**config.mk**
```make
export PLATFORM = sky130hd
export DESIGN_NAME = pwm_bank
export DESIGN_NICKNAME = d
export VERILOG_FILES = /design/src/rtl/pwm_bank_pkg.sv /design/src/rtl/pwm_bank_ctrl.sv /design/src/rtl/pwm_bank_chan.sv /design/src/rtl/pwm_bank.sv
export SDC_FILE = /design/constraint.sdc
export NUM_CORES = 1
export LEC_CHECK = 0
export ABC_AREA = 1
export BUFFER_PORTS_ARGS = -buffer_cell sky130_fd_sc_hd__buf_2
export CORE_UTILIZATION = 61
export CTS_BUF_LIST = sky130_fd_sc_hd__clkbuf_8 sky130_fd_sc_hd__clkbuf_16
export DETAILED_ROUTE_END_ITERATION = 8
export PLACE_DENSITY_LB_ADDON = 0.05
export SLEW_MARGIN = 20
export SYNTH_ARGS = -nofsm -noshare
export SYNTH_HDL_FRONTEND = slang
export SYNTH_SLANG_ARGS = --single-unit
```
**constraint.sdc**
```tcl
create_clock -name clk -period 1.5 [get_ports clk]
set_input_delay 0 -clock clk [delete_from_list [all_inputs] [get_ports clk]]
set_output_delay 0 -clock clk [all_outputs]
set_load 0.05 [all_outputs]
```
**src/rtl/pwm_bank_pkg.sv**
```systemverilog
package pwm_bank_pkg;
  // Field layout of a channel word (bit positions are decoded by software)
  localparam int DIV_W    = 13;
  localparam int DUTY_W   = 8;
  localparam int DUTY_LSB = 16;
  localparam int FULL_BIT = 24;
  localparam int EN_BIT   = 31;
  localparam int WORD_W   = 32;
  localparam int SEL_LSB  = 4;   // channel stride of 16 bytes
  localparam logic [WORD_W-1:0] FIELD_MASK = 32'h81FF_1FFF;

  typedef struct packed {
    logic              en;
    logic              full;
    logic [DUTY_W-1:0] duty;
    logic [DIV_W-1:0]  div;
  } chanCfg_t;

  // strobes from control to datapath
  typedef struct packed {
    logic restart;
  } ctlStrobe_t;

  function automatic chanCfg_t unpackCfg(input logic [WORD_W-1:0] w);
    chanCfg_t c;
    c.en   = w[EN_BIT];
    c.full = w[FULL_BIT];
    c.duty = w[DUTY_LSB +: DUTY_W];
    c.div  = w[DIV_W-1:0];
    return c;
  endfunction

  function automatic logic [WORD_W-1:0] packCfg(input chanCfg_t c);
    logic [WORD_W-1:0] w;
    w = '0;
    w[EN_BIT]               = c.en;
    w[FULL_BIT]             = c.full;
    w[DUTY_LSB +: DUTY_W]   = c.duty;
    w[DIV_W-1:0]            = c.div;
    return w;
  endfunction
endpackage

```
**src/rtl/pwm_bank_ctrl.sv**
```systemverilog
module pwm_bank_ctrl
  import pwm_bank_pkg::*;
#(
  parameter int NUM_CH = 4,
  parameter int ADDR_W = 6
) (
  input  logic              clk,
  input  logic              rstN,
  input  logic              busWe,
  input  logic [ADDR_W-1:0] busAddr,
  input  logic [WORD_W-1:0] busWdata,
  output logic [WORD_W-1:0] busRdata,
  output chanCfg_t          cfg    [NUM_CH],
  output ctlStrobe_t        strobe [NUM_CH]
);
  localparam int SEL_W = (NUM_CH > 1) ? $clog2(NUM_CH) : 1;

  logic [SEL_W-1:0] chSel;
  logic [NUM_CH-1:0] hit;
  chanCfg_t cfgQ [NUM_CH];

  assign chSel = busAddr[SEL_LSB +: SEL_W];

  for (genvar g = 0; g < NUM_CH; g++) begin : g_dec
    assign hit[g]            = busWe && (chSel == SEL_W'(g));
    assign strobe[g].restart = hit[g];
    assign cfg[g]            = cfgQ[g];
  end

  always_ff @(posedge clk or negedge rstN) begin
    if (!rstN) begin
      for (int i = 0; i < NUM_CH; i++) cfgQ[i] <= '0;
    end else begin
      for (int i = 0; i < NUM_CH; i++)
        if (hit[i]) cfgQ[i] <= unpackCfg(busWdata);
    end
  end

  always_comb begin
    busRdata = '0;
    for (int i = 0; i < NUM_CH; i++)
      if (chSel == SEL_W'(i)) busRdata = packCfg(cfgQ[i]);
  end

  // read data never carries bits outside the defined fields
  p_unused_zero_r2: assert property (@(posedge clk) disable iff (!rstN)
    (busRdata & ~FIELD_MASK) == '0);
endmodule

```
**src/rtl/pwm_bank_chan.sv**
```systemverilog
module pwm_bank_chan
  import pwm_bank_pkg::*;
(
  input  logic       clk,
  input  logic       rstN,
  input  chanCfg_t   cfg,
  input  ctlStrobe_t strobe,
  output logic       pwmOut
);
  logic [DIV_W-1:0]  preCnt;
  logic [DUTY_W-1:0] stepCnt;
  logic              preWrap;

  assign preWrap = (preCnt == cfg.div);

  always_ff @(posedge clk or negedge rstN) begin
    if (!rstN) begin
      preCnt  <= '0;
      stepCnt <= '0;
    end else if (strobe.restart || !cfg.en) begin
      preCnt  <= '0;
      stepCnt <= '0;
    end else if (preWrap) begin
      preCnt  <= '0;
      stepCnt <= stepCnt + 1'b1;   // wraps after 256 ticks
    end else begin
      preCnt  <= preCnt + 1'b1;
    end
  end

  assign pwmOut = cfg.en && (cfg.full || (stepCnt < cfg.duty));

  // divider count stays inside the programmed range
  p_pre_bound_r4: assert property (@(posedge clk) disable iff (!rstN)
    cfg.en |-> (preCnt <= cfg.div));

  // each divider wrap moves the tick count on by exactly one
  p_step_advance_r4: assert property (@(posedge clk) disable iff (!rstN)
    (cfg.en && !strobe.restart && preWrap) |=>
      (stepCnt == DUTY_W'($past(stepCnt) + 1'b1)));

  // forced-full channel is high whenever enabled
  p_full_high_r6: assert property (@(posedge clk) disable iff (!rstN)
    (cfg.en && cfg.full) |-> pwmOut);

  // first cycle after a write is tick 0 of the new settings
  p_fresh_period_r8: assert property (@(posedge clk) disable iff (!rstN)
    strobe.restart |=> (pwmOut == (cfg.en && (cfg.full || (cfg.duty != '0)))));
endmodule

```
**src/rtl/pwm_bank.sv**
```systemverilog
module pwm_bank
  import pwm_bank_pkg::*;
#(
  parameter int NUM_CH = 4,
  parameter int ADDR_W = 6
) (
  input  logic              clk,
  input  logic              rstN,
  input  logic              busWe,
  input  logic [ADDR_W-1:0] busAddr,
  input  logic [31:0]       busWdata,
  output logic [31:0]       busRdata,
  output logic [NUM_CH-1:0] pwmOut
);
  localparam int SEL_W = (NUM_CH > 1) ? $clog2(NUM_CH) : 1;

  chanCfg_t   cfg    [NUM_CH];
  ctlStrobe_t strobe [NUM_CH];

  pwm_bank_ctrl #(.NUM_CH(NUM_CH), .ADDR_W(ADDR_W)) u_ctrl (
    .clk(clk), .rstN(rstN), .busWe(busWe), .busAddr(busAddr),
    .busWdata(busWdata), .busRdata(busRdata), .cfg(cfg), .strobe(strobe)
  );

  for (genvar g = 0; g < NUM_CH; g++) begin : g_chan
    pwm_bank_chan u_chan (
      .clk(clk), .rstN(rstN), .cfg(cfg[g]), .strobe(strobe[g]),
      .pwmOut(pwmOut[g])
    );

    // a write clearing the enable silences the output on the next cycle
    p_disable_low_r7: assert property (@(posedge clk) disable iff (!rstN)
      (busWe && (busAddr[SEL_LSB +: SEL_W] == SEL_W'(g)) && !busWdata[EN_BIT])
        |=> !pwmOut[g]);
  end
endmodule

```
==> impl_metrics.json <==
{
  "fill_cells": 1107,
  "synth-warning-count": 0,
  "synthMuxAreaShare": 0,
  "power_frac_seq": 0.384,
  "die_y_um": 134.4,
  "hold_class": "input port to register",
  "critPathLaunchType": "register",
  "grt_max_degree": 46,
  "hold_viol": 0,
  "ant_nets": 0,
  "detail_route.wl_per_cell_um": 16.38,
  "p_leak_nw": 6.919,
  "register_area_um2": 4431,
  "grt_use_total": 0.3374,
  "r2r_start": "g_chan[0].u_chan.preCnt[0]$_DFF_PN0_",
  "slew_viol_final": 0,
  "rrSetupSlack_ns": 0,
  "drive_above_1_share": 0.2761,
  "timing.final.ws_setup_ns": -0.3817,
  "ys_ff_latch": 176,
  "pwr_density_cell_nw_per_um2": 1058,
  "yosys_most_used_dff": "dfrtp_1",
  "cts_root_buffer": "clkbuf_16",
  "synth_top_area_frac": 0.4120,
  "grt_remaining_overflow": 0,
  "pre_cts_slack_ns": -0.04999,
  "cts_tree": "yes",
  "hold_path_depth": 4,
  "synth_edf_count": 0,
  "synthTopCellsByArea": "dfrtp_1 (41%), nand2_1 (17%), inv_1 (7.3%)",
  "synth-compound-area-share": 0.09341,
  "criticalPathCategory": "register to output pin",
  "clock_path_buffers": 2,
  "multi_input_comb_area_um2": 5872,
  "combPwrFrac": 0.285,
  "swShare": 0.3473,
  "die_width_um": 134.4,
  "core_area_um2": 17180,
  "crit_family": "compound AO/OA/AOI/OAI gates",
  "dieArea_um2": 18060,
  "cp-end-kind": "output pin",
  "async_reset_ff_frac": 1.000,
  "grt_pass1_vias": 9533,
  "synth_cell_types": 31,
  "io_pins": 77,
  "rows": 48,
  "final_util": 0.8094,
  "violations": "negative setup slack",
  "cts.sinks": 176,
  "power_switching_mw": 5.106,
  "rsz0062_at_grt": "true",
  "drt-initial-drc-count": 935,
  "reg2reg_depth": 8,
  "ir_worst_vdd_mv": 0.9508,
  "finalClockSkew_ns": 0.008369,
  "crit_cells": 7,
  "syn_inst": 1498,
  "synth_xor_area_frac": 0.03278,
  "synth_commonest_cells": "nand2_1 (484), inv_1 (207), dfrtp_1 (176), nor2_1 (132), o21ai_0 (124)",
  "finalPower_mw": 14.70,
  "avgSynthCellArea_um2": 7.136,
  "synth_largest_area_cell": "dfrtp_1",
  "firstDrtPassIters": 5,
  "path_clk_slew_ns": 0.07,
  "viasPerCell": 5.531,
  "intPower_mw": 9.597,
  "cts_max_level": 4,
  "path_max_fanout": 2,
  "area_delta_synth_final_pct": 30.07,
  "nets": 1766,
  "crit_arrival_ns": 1.88,
  "p_clk_frac": 0.330,
  "critPathMaxStageDelay_ns": 0.40,
  "cap_violations": 0,
  "path_cells": "inv_2 -> ha_4 -> a21oi_2 -> o21a_1 -> nand2_1 -> a21oi_2 -> buf_6",
  "grt_pass1_wl_um": 47100,
  "crit_path_frequent_cell": "a21oi_2",
  "setup_violations": 10,
  "drc_errors": 0,
  "syn_area_um2": 10690,
  "post-route-period-util": 1.254,
  "status": "complete, but fails checks",
  "cts_buffers": 17,
  "vias": 10659,
  "max_clock_freq_mhz": 531.4,
  "routabilityCongestion": 0.9154,
  "hp-start": "busAddr[4]",
  "synth_top_family_by_area": "simple AND/OR/NAND/NOR gates",
  "whs_endpoint": "u_ctrl.cfg[68]$_DFFE_PN0P_",
  "cp_data_required_time_ns": 1.50,
  "antenna_found_initial": 0,
  "io_buffers": 54,
  "initial_core_util": 0.6223,
  "min_period_ns": 1.882,
  "critPathSlowestCell": "dfrtp_1",
  "num_antenna_cells": 0,
  "clk_latency_ns": 0.45,
  "synth_simple_gate_area_frac": 0.3109,
  "synth.most_common_cell": "nand2_1",
  "fin_cells": 1927,
  "synth_fa_ha_area_frac": 0.04214,
  "wl_um": 31570,
  "r2r-end": "g_chan[0].u_chan.preCnt[10]$_DFF_PN0_",
  "cp_num_buf_inv": 2,
  "placed_cells": 1806,
  "ys_seq_area_frac": 0.4120,
  "place_hpwl_um": 20500
}
registers in the layout, summed over array words and instances (netlist names):
| name | flops |
|---|---|
| u_ctrl.cfg | 92 |
| g_chan.u_chan.preCnt | 52 |
| g_chan.u_chan.stepCnt | 32 |
what timing repair did:
action,CTS,global route
resized for setup,87,216
endpoints found under the hold margin,268,0
pin swaps,30,51
endpoints found under the setup margin,25,98
buffers inserted,29,34
hold buffers,24,0
gates cloned,0,3
placed cells by master (no fill, tap or decap), drive strengths merged:
master / netlist / routed
bufinv: 0 / 4
conb: 1 / 9
clkinv: 1 / 2
ha: 36 / 36
xnor2: 8 / 8
clkbuf: 15 / 20
a21oi: 37 / 37
nor3: 1 / 1
dlygate4sd3: 0 / 24
clkinvlp: 0 / 4
xor2: 32 / 32
o21ai: 124 / 124
buf: 37 / 189
nor2: 159 / 159
a21boi: 1 / 1
nand4: 45 / 45
nand3b: 7 / 7
dfrtp: 176 / 176
a221oi: 1 / 1
o21bai: 2 / 2
o22ai: 21 / 21
nand3: 73 / 73
inv: 217 / 222
o21a: 4 / 4
nand2: 500 / 501
worst reg2reg max path, stage by stage, from the launching register on:
cell	delay [ns]
dfrtp_1	0.42
ha_1	0.21
nand3_1	0.12
nor2_2	0.20
inv_1	0.11
nor2_2	0.12
nand4_1	0.09
nand2_1	0.08
nor2_2	0.04
through the flow:
step | TNS, ns | instance area, um^2 | hold WS (ns)
floorplan | 0 | 10720 | -0.2956
global placement | 0 | 11590 | -0.04204
detailed placement | -0.09225 | 11590 | -0.04199
CTS | -1.493 | 12970 | 0.02621
global route | -3.889 | 13900 | 0.03842
finish | -1.678 | 13900 | 0.03029
power groups by stage:
stage / clock (mW) / combinational (mW) / sequential (mW)
after floorplan: 0 / 2.30 / 5.52
after global placement: 0 / 3.05 / 5.67
after detailed placement: 0 / 3.12 / 5.68
after CTS: 4.87 / 3.55 / 5.60
after global routing: 5.05 / 4.53 / 5.70
final: 4.86 / 4.19 / 5.65
worst max path at each step:
stage | start | end | slack, ns
floorplan | u_ctrl.cfg[11]$_DFFE_PN0P_ | busRdata[11] | 0.01
global placement | u_ctrl.cfg[64]$_DFFE_PN0P_ | pwmOut[1] | 0.04
detailed placement | g_chan[1].u_chan.preCnt[0]$_DFF_PN0_ | g_chan[1].u_chan.preCnt[12]$_DFF_PN0_ | -0.05
CTS | g_chan[1].u_chan.stepCnt[7]$_DFFE_PN0P_ | pwmOut[1] | -0.33
global route | g_chan[0].u_chan.stepCnt[0]$_DFFE_PN0P_ | pwmOut[0] | -0.39
finish | u_ctrl.cfg[89]$_DFFE_PN0P_ | pwmOut[0] | -0.38
cell type report:
type	count	share of cell area
flip-flops and latches	176	0.3187
repair buffers	215	0.1340
clock inverters	14	0.01359
multi-input cells	1061	0.4223
inverters	218	0.05958
clock buffers	18	0.03159
well taps	225	0.02025
per-layer routing:
metal	part of all wire	track usage
met5	0	0
met3	0.067	0.06954
met2	0.48	0.5530
met1	0.42	0.4472
met4	0.030	0.1105
cells by family after synthesis:
kind of cell | after synthesis
AND/OR/NAND/NOR | 785
AO/OA/AOI/OAI | 190
buffers and inverters | 270
XOR/XNOR | 40
other | 1
adder cells (fa/ha/maj) | 36
flip-flops | 176
Note: power is estimated with default switching activity, not from simulation.
